`src/rtl/svc_vec_pkg.sv`:
```
// Package: shared offsets, field positions and the status record for the
// supervisor-call controller. Assumes 4-bit byte offsets on the register port.
package svc_vec_pkg;
    localparam int OFS_W     = 4;
    localparam logic [OFS_W-1:0] OFS_CFG = 4'h0;
    localparam logic [OFS_W-1:0] OFS_REQ = 4'h4;
    localparam logic [OFS_W-1:0] OFS_ARG = 4'h8;

    localparam int B_REQ    = 31;
    localparam int B_ROMVEC = 30;
    localparam int B_ROMACC = 29;
    localparam int B_PRIV   = 28;
    localparam int B_MASTER = 27;
    localparam int CALL_W   = 8;

    typedef struct packed {
        logic              req;
        logic              romvec;
        logic              romacc;
        logic              priv;
        logic              master;
        logic [CALL_W-1:0] callno;
    } svc_stat_t;
endpackage

```
`src/rtl/svc_regs.sv`:
```
// Register file: configuration, request/status and argument registers.
// Decides whether a request write is accepted and emits the NMI pulse.
// Assumes one-cycle write strobes and a stable cpu_in_nmi_i during them.
module svc_regs
    import svc_vec_pkg::*;
(
    input  logic             clk,
    input  logic             rst_n,
    input  logic             wr_i,
    input  logic             dbg_i,
    input  logic [OFS_W-1:0] waddr_i,
    input  logic [31:0]      wdata_i,
    input  logic             in_nmi_i,
    input  logic [OFS_W-1:0] raddr_i,
    output logic [31:0]      rdata_o,
    output svc_stat_t        stat_o,
    output logic             vec_ram_o,
    output logic             nmi_o
);
    svc_stat_t   stat_q;
    logic        ram_q;
    logic [31:0] arg_q;
    logic        nmi_q;
    logic        req_wr, accept, give_back;

    // Purpose: classify a write to the request register
    always_comb begin
        req_wr    = wr_i && (waddr_i == OFS_REQ);
        accept    = req_wr && wdata_i[B_REQ] && !in_nmi_i;
        give_back = req_wr && !wdata_i[B_REQ];
    end

    // Purpose: update the status fields on entry, return or in-NMI writes
    always_ff @(posedge clk) begin
        if (!rst_n) begin
            stat_q <= '0;
        end else if (accept) begin
            stat_q.req    <= 1'b1;
            stat_q.romvec <= 1'b1;
            stat_q.romacc <= 1'b1;
            stat_q.priv   <= wdata_i[B_PRIV];
            stat_q.master <= dbg_i;
            stat_q.callno <= wdata_i[CALL_W-1:0];
        end else if (give_back) begin
            stat_q.req    <= 1'b0;
            stat_q.romacc <= 1'b0;
            stat_q.romvec <= wdata_i[B_ROMVEC];
            stat_q.priv   <= wdata_i[B_PRIV];
        end else if (req_wr) begin
            stat_q.romvec <= wdata_i[B_ROMVEC];
            stat_q.priv   <= wdata_i[B_PRIV];
        end
    end

    // Purpose: configuration and argument registers
    always_ff @(posedge clk) begin
        if (!rst_n) begin
            ram_q <= 1'b0;
            arg_q <= '0;
        end else if (wr_i) begin
            if (waddr_i == OFS_CFG) ram_q <= wdata_i[0];
            if (waddr_i == OFS_ARG) arg_q <= wdata_i;
        end
    end

    // Purpose: one-cycle NMI pulse per accepted request
    always_ff @(posedge clk) begin
        if (!rst_n) nmi_q <= 1'b0;
        else        nmi_q <= accept;
    end

    // Purpose: read multiplexer
    always_comb begin
        rdata_o = '0;
        unique case (raddr_i)
            OFS_CFG: rdata_o[0] = ram_q;
            OFS_REQ: begin
                rdata_o[B_REQ]        = stat_q.req;
                rdata_o[B_ROMVEC]     = stat_q.romvec;
                rdata_o[B_ROMACC]     = stat_q.romacc;
                rdata_o[B_PRIV]       = stat_q.priv;
                rdata_o[B_MASTER]     = stat_q.master;
                rdata_o[CALL_W-1:0]   = stat_q.callno;
            end
            OFS_ARG: rdata_o = arg_q;
            default: rdata_o = '0;
        endcase
    end

    assign stat_o    = stat_q;
    assign vec_ram_o = ram_q;
    assign nmi_o     = nmi_q;
endmodule

```
`src/rtl/vec_steer.sv`:
```
// Address steering: maps vector-table fetches to ROM, RAM or leaves them for
// flash. ROM redirect wins over RAM redirect. Purely combinational.
module vec_steer #(
    parameter logic [31:0] ROM_BASE   = 32'h1000_0000,
    parameter logic [31:0] RAM_BASE   = 32'h2000_0000,
    parameter int          ROM_BYTES  = 8,
    parameter int          VTAB_BYTES = 192
) (
    input  logic        romvec_i,
    input  logic        vec_ram_i,
    input  logic [31:0] addr_i,
    output logic [31:0] addr_o
);
    localparam logic [31:0] ROM_LIM = 32'(ROM_BYTES);
    localparam logic [31:0] TAB_LIM = 32'(VTAB_BYTES);

    logic hit_rom, hit_ram;

    // Purpose: pick the target region for the current address
    always_comb begin
        hit_rom = romvec_i  && (addr_i < ROM_LIM);
        hit_ram = vec_ram_i && (addr_i < TAB_LIM);
        if (hit_rom)      addr_o = ROM_BASE | addr_i;
        else if (hit_ram) addr_o = RAM_BASE | addr_i;
        else              addr_o = addr_i;
    end
endmodule

```
`src/rtl/svc_vec_ctrl.sv`:
```
// Top: supervisor-call request register plus vector fetch steering.
// Assumes bases aligned above the vector table window.
module svc_vec_ctrl
    import svc_vec_pkg::*;
#(
    parameter logic [31:0] ROM_BASE   = 32'h1000_0000,
    parameter logic [31:0] RAM_BASE   = 32'h2000_0000,
    parameter int          VTAB_BYTES = 192
) (
    input  logic        clk,
    input  logic        rst_n,
    input  logic        reg_wr_i,
    input  logic        reg_dbg_i,
    input  logic [3:0]  reg_waddr_i,
    input  logic [31:0] reg_wdata_i,
    input  logic [3:0]  reg_raddr_i,
    output logic [31:0] reg_rdata_o,
    input  logic        cpu_in_nmi_i,
    output logic        nmi_o,
    input  logic [31:0] cpu_haddr_i,
    output logic [31:0] mem_haddr_o,
    output logic        hprot1_o
);
    svc_stat_t stat;
    logic      vec_ram;
    logic      st_req, st_romvec, st_romacc;

    svc_regs u_regs (
        .clk       (clk),
        .rst_n     (rst_n),
        .wr_i      (reg_wr_i),
        .dbg_i     (reg_dbg_i),
        .waddr_i   (reg_waddr_i),
        .wdata_i   (reg_wdata_i),
        .in_nmi_i  (cpu_in_nmi_i),
        .raddr_i   (reg_raddr_i),
        .rdata_o   (reg_rdata_o),
        .stat_o    (stat),
        .vec_ram_o (vec_ram),
        .nmi_o     (nmi_o)
    );

    vec_steer #(
        .ROM_BASE   (ROM_BASE),
        .RAM_BASE   (RAM_BASE),
        .ROM_BYTES  (8),
        .VTAB_BYTES (VTAB_BYTES)
    ) u_steer (
        .romvec_i  (stat.romvec),
        .vec_ram_i (vec_ram),
        .addr_i    (cpu_haddr_i),
        .addr_o    (mem_haddr_o)
    );

    // Purpose: expose status for the privilege line and the checker
    assign hprot1_o  = stat.priv;
    assign st_req    = stat.req;
    assign st_romvec = stat.romvec;
    assign st_romacc = stat.romacc;
endmodule

```
`config.mk`:
```
export PLATFORM = sky130hd
export DESIGN_NAME = svc_vec_ctrl
export DESIGN_NICKNAME = d
export VERILOG_FILES = /design/src/rtl/svc_vec_pkg.sv /design/src/rtl/svc_regs.sv /design/src/rtl/vec_steer.sv /design/src/rtl/svc_vec_ctrl.sv
export SDC_FILE = /design/constraint.sdc
export NUM_CORES = 1
export LEC_CHECK = 0
export BUFFER_PORTS_ARGS = -buffer_cell sky130_fd_sc_hd__buf_2
export CAP_MARGIN = 0
export CORE_MARGIN = 4
export CORE_UTILIZATION = 45
export CTS_BUF_LIST = sky130_fd_sc_hd__clkbuf_8
export CTS_CLUSTER_SIZE = 20
export DETAILED_ROUTE_END_ITERATION = 10
export PLACE_DENSITY = 0.82
export SLEW_MARGIN = 40
export SYNTH_ARGS = -nofsm -noshare
export SYNTH_HDL_FRONTEND = slang
export SYNTH_SLANG_ARGS = --single-unit
```
`constraint.sdc`:
```
create_clock -name clk -period 1.15 [get_ports clk]
set_input_delay 0 -clock clk [delete_from_list [all_inputs] [get_ports clk]]
set_output_delay 0 -clock clk [all_outputs]
set_load 0.01 [all_outputs]
```
### Yosys cells after proc, flatten, opt, wreduce, memory -nomap -nowiden

Cells that the tools add are included.

| cells by class | value |
|---|---|
| equality and inequality tests | 4 |
| magnitude comparators | 2 |
| mux-type cells | 12 |
| reduce and logical (&&, ||, !) cells | 14 |

Operator list:

| operator | number |
|---|---|
| two-way mux 30 bit | 2 |
| less-than comparator 32 x 4 -> 1 bit, second input constant | 1 |
| less-than comparator 32 x 8 -> 1 bit, second input constant | 1 |
| two-way mux 19 bit | 1 |
| one-hot mux 7 bit (2 select lines) | 1 |
| one-hot mux 5 bit (2 select lines) | 1 |
| == test 4 x 3 -> 1 bit, second input constant | 2 |
| == test 4 bit, second input constant | 2 |
| zero test 4 bit | 2 |
| logical AND 1 bit | 6 |
| two-way mux 1 bit | 5 |
| two-way mux 4 bit | 1 |
| AND reduction 2 bit | 2 |
| one-hot mux 1 bit (3 select lines) | 1 |
| nonzero test 3 bit | 1 |
| zero test 1 bit | 2 |
| nonzero test 2 bit | 1 |

| storage, ports and cells | value |
|---|---|
| output and inout bits | 66 |
| bits of input ports | 77 |
| bits in registers | 47 |

### Depth between registers and ports, before layout

| logic depth | value |
|---|---|
| depth in word-level cells | 5 |
| mapped depth | 5 |
| mapped depth without buffers | 3 |

### By module

Synthesis repeated with hierarchy kept, for this count alone.

| second synthesis, totals | value |
|---|---|
| cell total of the unflattened synthesis | 282 |
| area, all modules | 2,497.4 sq um |

Modules (own cells, without submodules):

| module | area an instance (sq um) | times used | cells an instance |
|---|---|---|---|
| svc_regs | 2,160.8 | 1 | 235 |
| vec_steer | 336.6 | 1 | 47 |

### Worst setup path after synthesis

OpenSTA, ideal clock, no wires.

| timing | value |
|---|---|
| kind | reg2out |
| start point | reg u_regs.stat_q (netlist bit u_regs.stat_o[11]) |
| end point | out mem_haddr_o[28] |
| arrival | 1.313 ns |
| required time | 1.150 ns |
| cell stages (with the launch flop) | 3 |
| path slack | -0.163 ns |
| cell sequence | dfxtp_1 > or4b_1 > o41ai_1 |

| on the way | value |
|---|---|
| cells in the longest elaborated chain, start to end | 2 |

Ends and longest elaborated chain:

| what | line | text |
|---|---|---|
| start, declared | svc_regs.sv:20 | `svc_stat_t stat_q;` |
| logical AND 1 bit | vec_steer.sv:21 | `hit_rom = romvec_i && (addr_i < ROM_LIM);` |
| two-way mux 30 bit | vec_steer.sv:23 | `if (hit_rom) addr_o = ROM_BASE \| addr_i;` |
| end, declared | svc_vec_ctrl.sv:21 | `output logic [31:0] mem_haddr_o,` |

Every way passes these cells.

### Final worst setup path

Ends and elaborated chain as after synthesis.

==> results.md <==
Outcome:
- The flow ran to the end, but the final reports show violations.
- The final reports fail on negative setup slack.

Synthesis:
- The sequential element share of the synthesized area is 0.372.
- The number of instances in the synthesized netlist is 303.
- The net count of the mapped netlist is 380.
- The synthesized design contains 46 register bits.
- The average cell area after synthesis is 8.16 sq um.
- The number of synthesis warnings is 0.
- The synthesized area is 2470 sq um.
- In this run, distinct cell masters in the synthesized netlist total 36.

Setup path:
- In this run the worst setup path begins at u_regs.stat_o[11].
- The depth of the critical timing path with buffers and inverters included is 3.
- The peak fanout along the critical path is 2.
- The depth of the worst register-to-register path is 4.
- On the worst path, the slowest cell contributes a delay of 0.47 ns.
- The sort of element at the end of the critical path is an output port.
- Grouping stages by cell kind, the critical path spends the most delay in simple AND/OR/NAND/NOR gates.
- The highest-delay cell along the critical path is or4b_4.
- Traced cell by cell, the critical path runs through or4b_4, o41ai_4, buf_2.
- The critical path required time is 1.15 ns.
- The worst register-to-register path begins at u_regs.vec_ram_o.
- STA puts the critical path data arrival time at 1.48 ns.
- The worst register-to-register path has a setup slack of 0.34 ns.
- The critical path endpoint is mem_haddr_o[28].
- The worst setup path is launched from a flip-flop.
- The buffers plus inverters on the worst setup path is 1.
- The worst register-to-register path ends at u_regs.vec_ram_o.
- The critical path is of the flip-flop to output port type.

STA:
- The final-report hold violation count is 0.
- For the pin with the worst max-slew slack, the measured transition is 0.313 ns.
- Setup repair after global routing could not meet its margin everywhere.
- The final clock period utilization by the worst path is 1.28.
- Clock skew on the completed layout was measured at 0 ns.
- Final hold analysis gives a worst-case slack of 0.0000219 ns.
- Static timing analysis puts the maximum clock frequency at 677 MHz.
- The minimum setup slack in the final design is -0.327 ns.
- The total setup violations reported at the end of the flow is 2.
- The worst slew slack as a fraction of its limit is 0.791.
- The number of pins with negative max-slew slack in the final report came to 0.
- The clock period minus final worst setup slack is 1.48 ns.

Pwr:
- Power spread over the standard cell area amounts to 951 nW/um^2.
- Of the total power, the share spent switching nets is 0.257.
- The internal power consumption is 2.56 mW.
- Of the total power, the clock network draws 0.356.
- The total leakage power is 1.58 nW.
- The largest voltage drop on the vdd net is 0.809 mV.
- The register share of total power is 0.470.
- The net switching power figure is 0.883 mW.
- The combinational share of power is 0.174.

Global routing:
- Across every metal layer, demand over resource in global routing totals 0.242.
- The initial antenna violation count is 0.
- The number of global-route vias before repair is 2,684.
- For this run the aggregate overflow at the end of global routing stands at 0.
- The pin count of the biggest net entering global routing is 32.
- The first global-routing pass estimated 12,800 um of wire.

Routing:
- Before antenna repair, the detailed router went through 4 iterations.
- The final routed wire length divided by cell count is 15.6 um.
- The detailed router finished its first iteration with 215 violations.
- The number of vias per cell is 5.46.
- The count of nets left with antenna violations once routing finished came out at 0.
- The total via count after detailed routing is 2,828.
- Wires add up to 8070 um.
- The post-route DRC violation count is 0.

Finish:
- The number of nets at the end of the flow is 524.
- The fraction of final layout cells sized beyond drive strength 1 is 0.415.
- Compared with the post-synthesis result, the final layout area differs by 46.3%.
- The count of inserted antenna diode cells is 0.

CTS:
- The clock root buffer is clkbuf_8.
- The clock passes through at most 2 buffers.
- The number of clock sinks is 46.
- After clock tree synthesis, the clock-pin slew on the worst setup and hold paths is 0.08 ns.
- In this run the number of H-tree levels came out at 2.
- The clock tree from TritonCTS is done.
- The CTS buffer count is 5.
- The later pin in the worst-skew pair is clocked with a latency of 0.30 ns.

Floorplanning:
- The die outline area is 6750 sq um.
- After floorplanning, the core was sized to cover 5200 sq um.
- 143 I/O pins were placed.
- Row generation in the floorplan step produced 26 rows.
- The die boundary width is 82.1 um.
- The floorplan die height is 82.1 um.
- The effective utilization at floorplan is 0.475.

Placed design:
- OpenSTA, run right after detailed placement, puts the worst setup slack at -0.0701 ns.
- The congestion estimate from routability-driven global placement came to 0.786.
- The number of port buffers is 136.
- The total half-perimeter wirelength after legalization and detailed placement is 5320 um.

Flow run:
- Max-cap violations in this run came to 0.

Hold path:
- The type of the worst min-delay path is input pin to output port.
==> layout make-up <==
class	count	area (sq um)
repair buffers	194	1250
multi-input cells	196	1230
well taps	70	87.6
clock inverters	3	43.8
clock buffers	5	68.8
flip-flops and latches	46	925
fillers	432	1590
inverters	4	15.0
==> power by group through the flow <==
| stage | clock (mW) | sequential, mW | combinational, mW |
|---|---|---|---|
| floorplan | 0 | 1.65 | 0.277 |
| global placement | 0 | 1.65 | 0.486 |
| detailed placement | 0 | 1.65 | 0.494 |
| CTS | 1.24 | 1.62 | 0.585 |
| global route | 1.30 | 1.62 | 0.647 |
| finish | 1.22 | 1.62 | 0.598 |
==> layer usage <==
metal,GRT usage,part of all wire,vias up
met2,0.418,0.50,135
met4,0.0880,0.024,0
li1,-,-,1366
met1,0.284,0.39,1300
met3,0.0716,0.090,27
met5,0,0,-
==> layout by cell type (no fill, tap or decap), types with 3 or more instances in the layout <==
master,count
o31ai_1,8
a22o_1,12
dfxtp_2,3
nor3_1,3
buf_2,136
buf_12,4
o21ai_1,28
buf_4,20
nor4_1,7
nand2_1,4
dfxtp_1,43
a21oi_1,44
and2_1,19
dlygate4sd3_1,34
nand4_1,10
nand3_1,34
o21ai_0,4
clkbuf_8,5
==> flip-flops by register name, summed over array words and instances (netlist names) <==
| name | flops |
|---|---|
| u_regs.arg_q | 32 |
| u_regs.stat_o | 12 |
| u_regs.nmi_o | 1 |
| u_regs.vec_ram_o | 1 |
==> logic make-up (layout without fill, tap and decap cells) <==
| logic type | after synthesis | after routing | share of synthesized area |
|---|---|---|---|
| buffers and inverters | 61 | 206 | 0.152 |
| AO/OA/AOI/OAI | 103 | 103 | 0.245 |
| multiplexers | 1 | 1 | 0.00405 |
| AND/OR/NAND/NOR | 92 | 92 | 0.227 |
| flip-flops | 46 | 46 | 0.372 |
==> per-stage QoR <==
step | cell area (sq um) | cells | setup TNS, ns | utilization | power (mW)
3_3_place_gp | 3130 | 474 | -0.618 | 0.601 | 2.14
2_1_floorplan | 2490 | 303 | 0 | - | 1.93
5_1_grt | 3620 | 518 | -0.770 | 0.695 | 3.57
4_1_cts | 3600 | 517 | -0.646 | 0.691 | 3.44
6_report | 3620 | 518 | -0.598 | 0.695 | 3.44
3_5_place_dp | 3130 | 474 | -1.26 | 0.601 | 2.15
==> how the worst min path moves through the flow <==
stage	from	cells after the start	endpoint	slack, ns
2_1_floorplan	reg_raddr_i[0]	1	reg_rdata_o[0]	0.05
3_3_place_gp	cpu_haddr_i[0]	0	mem_haddr_o[0]	0.00007
3_5_place_dp	cpu_haddr_i[0]	0	mem_haddr_o[0]	0.00007
4_1_cts	cpu_haddr_i[0]	0	mem_haddr_o[0]	0.00007
5_1_grt	cpu_haddr_i[2]	0	mem_haddr_o[2]	0.00006
6_report	cpu_haddr_i[1]	0	mem_haddr_o[1]	0.00002
==> synth_stat cells <==
cell	instances	area [sq um]
or2_2	1	6.26
nand2b_1	2	12.5
nor4b_1	1	8.76
o41ai_1	2	17.5
nor2b_1	2	12.5
nand4_1	10	62.6
buf_6	3	33.8
nor3_1	4	20.0
o21ai_2	2	17.5
and2_1	19	119
o221a_2	1	11.3
buf_1	4	15.0
nor4b_4	1	23.8
inv_2	2	7.51
or4b_4	1	13.8
a21oi_1	44	220
nand2_1	4	15.0
o31ai_1	9	67.6
clkbuf_1	11	41.3
o21a_1	1	7.51
nand3b_1	1	7.51
nor3b_1	1	7.51
inv_1	2	7.51
o21ai_0	4	20.0
or4b_1	1	10.0
nor4b_2	1	15.0
buf_2	9	45.0
nor4_1	7	43.8
a22o_1	12	105
mux2i_1	1	10.0
dfxtp_1	46	921
o21ai_1	28	140
nand3_1	34	170
nor2_1	1	3.75
or3b_1	1	8.76
buf_4	30	225
==> repair_timing <==
item                       CTS  global route
resized for setup            4             3
setup endpoints to repair    3            11
hold endpoints to repair    44             0
setup buffers                1             1
hold buffers                34             0
(Power assumes the default switching activity.)
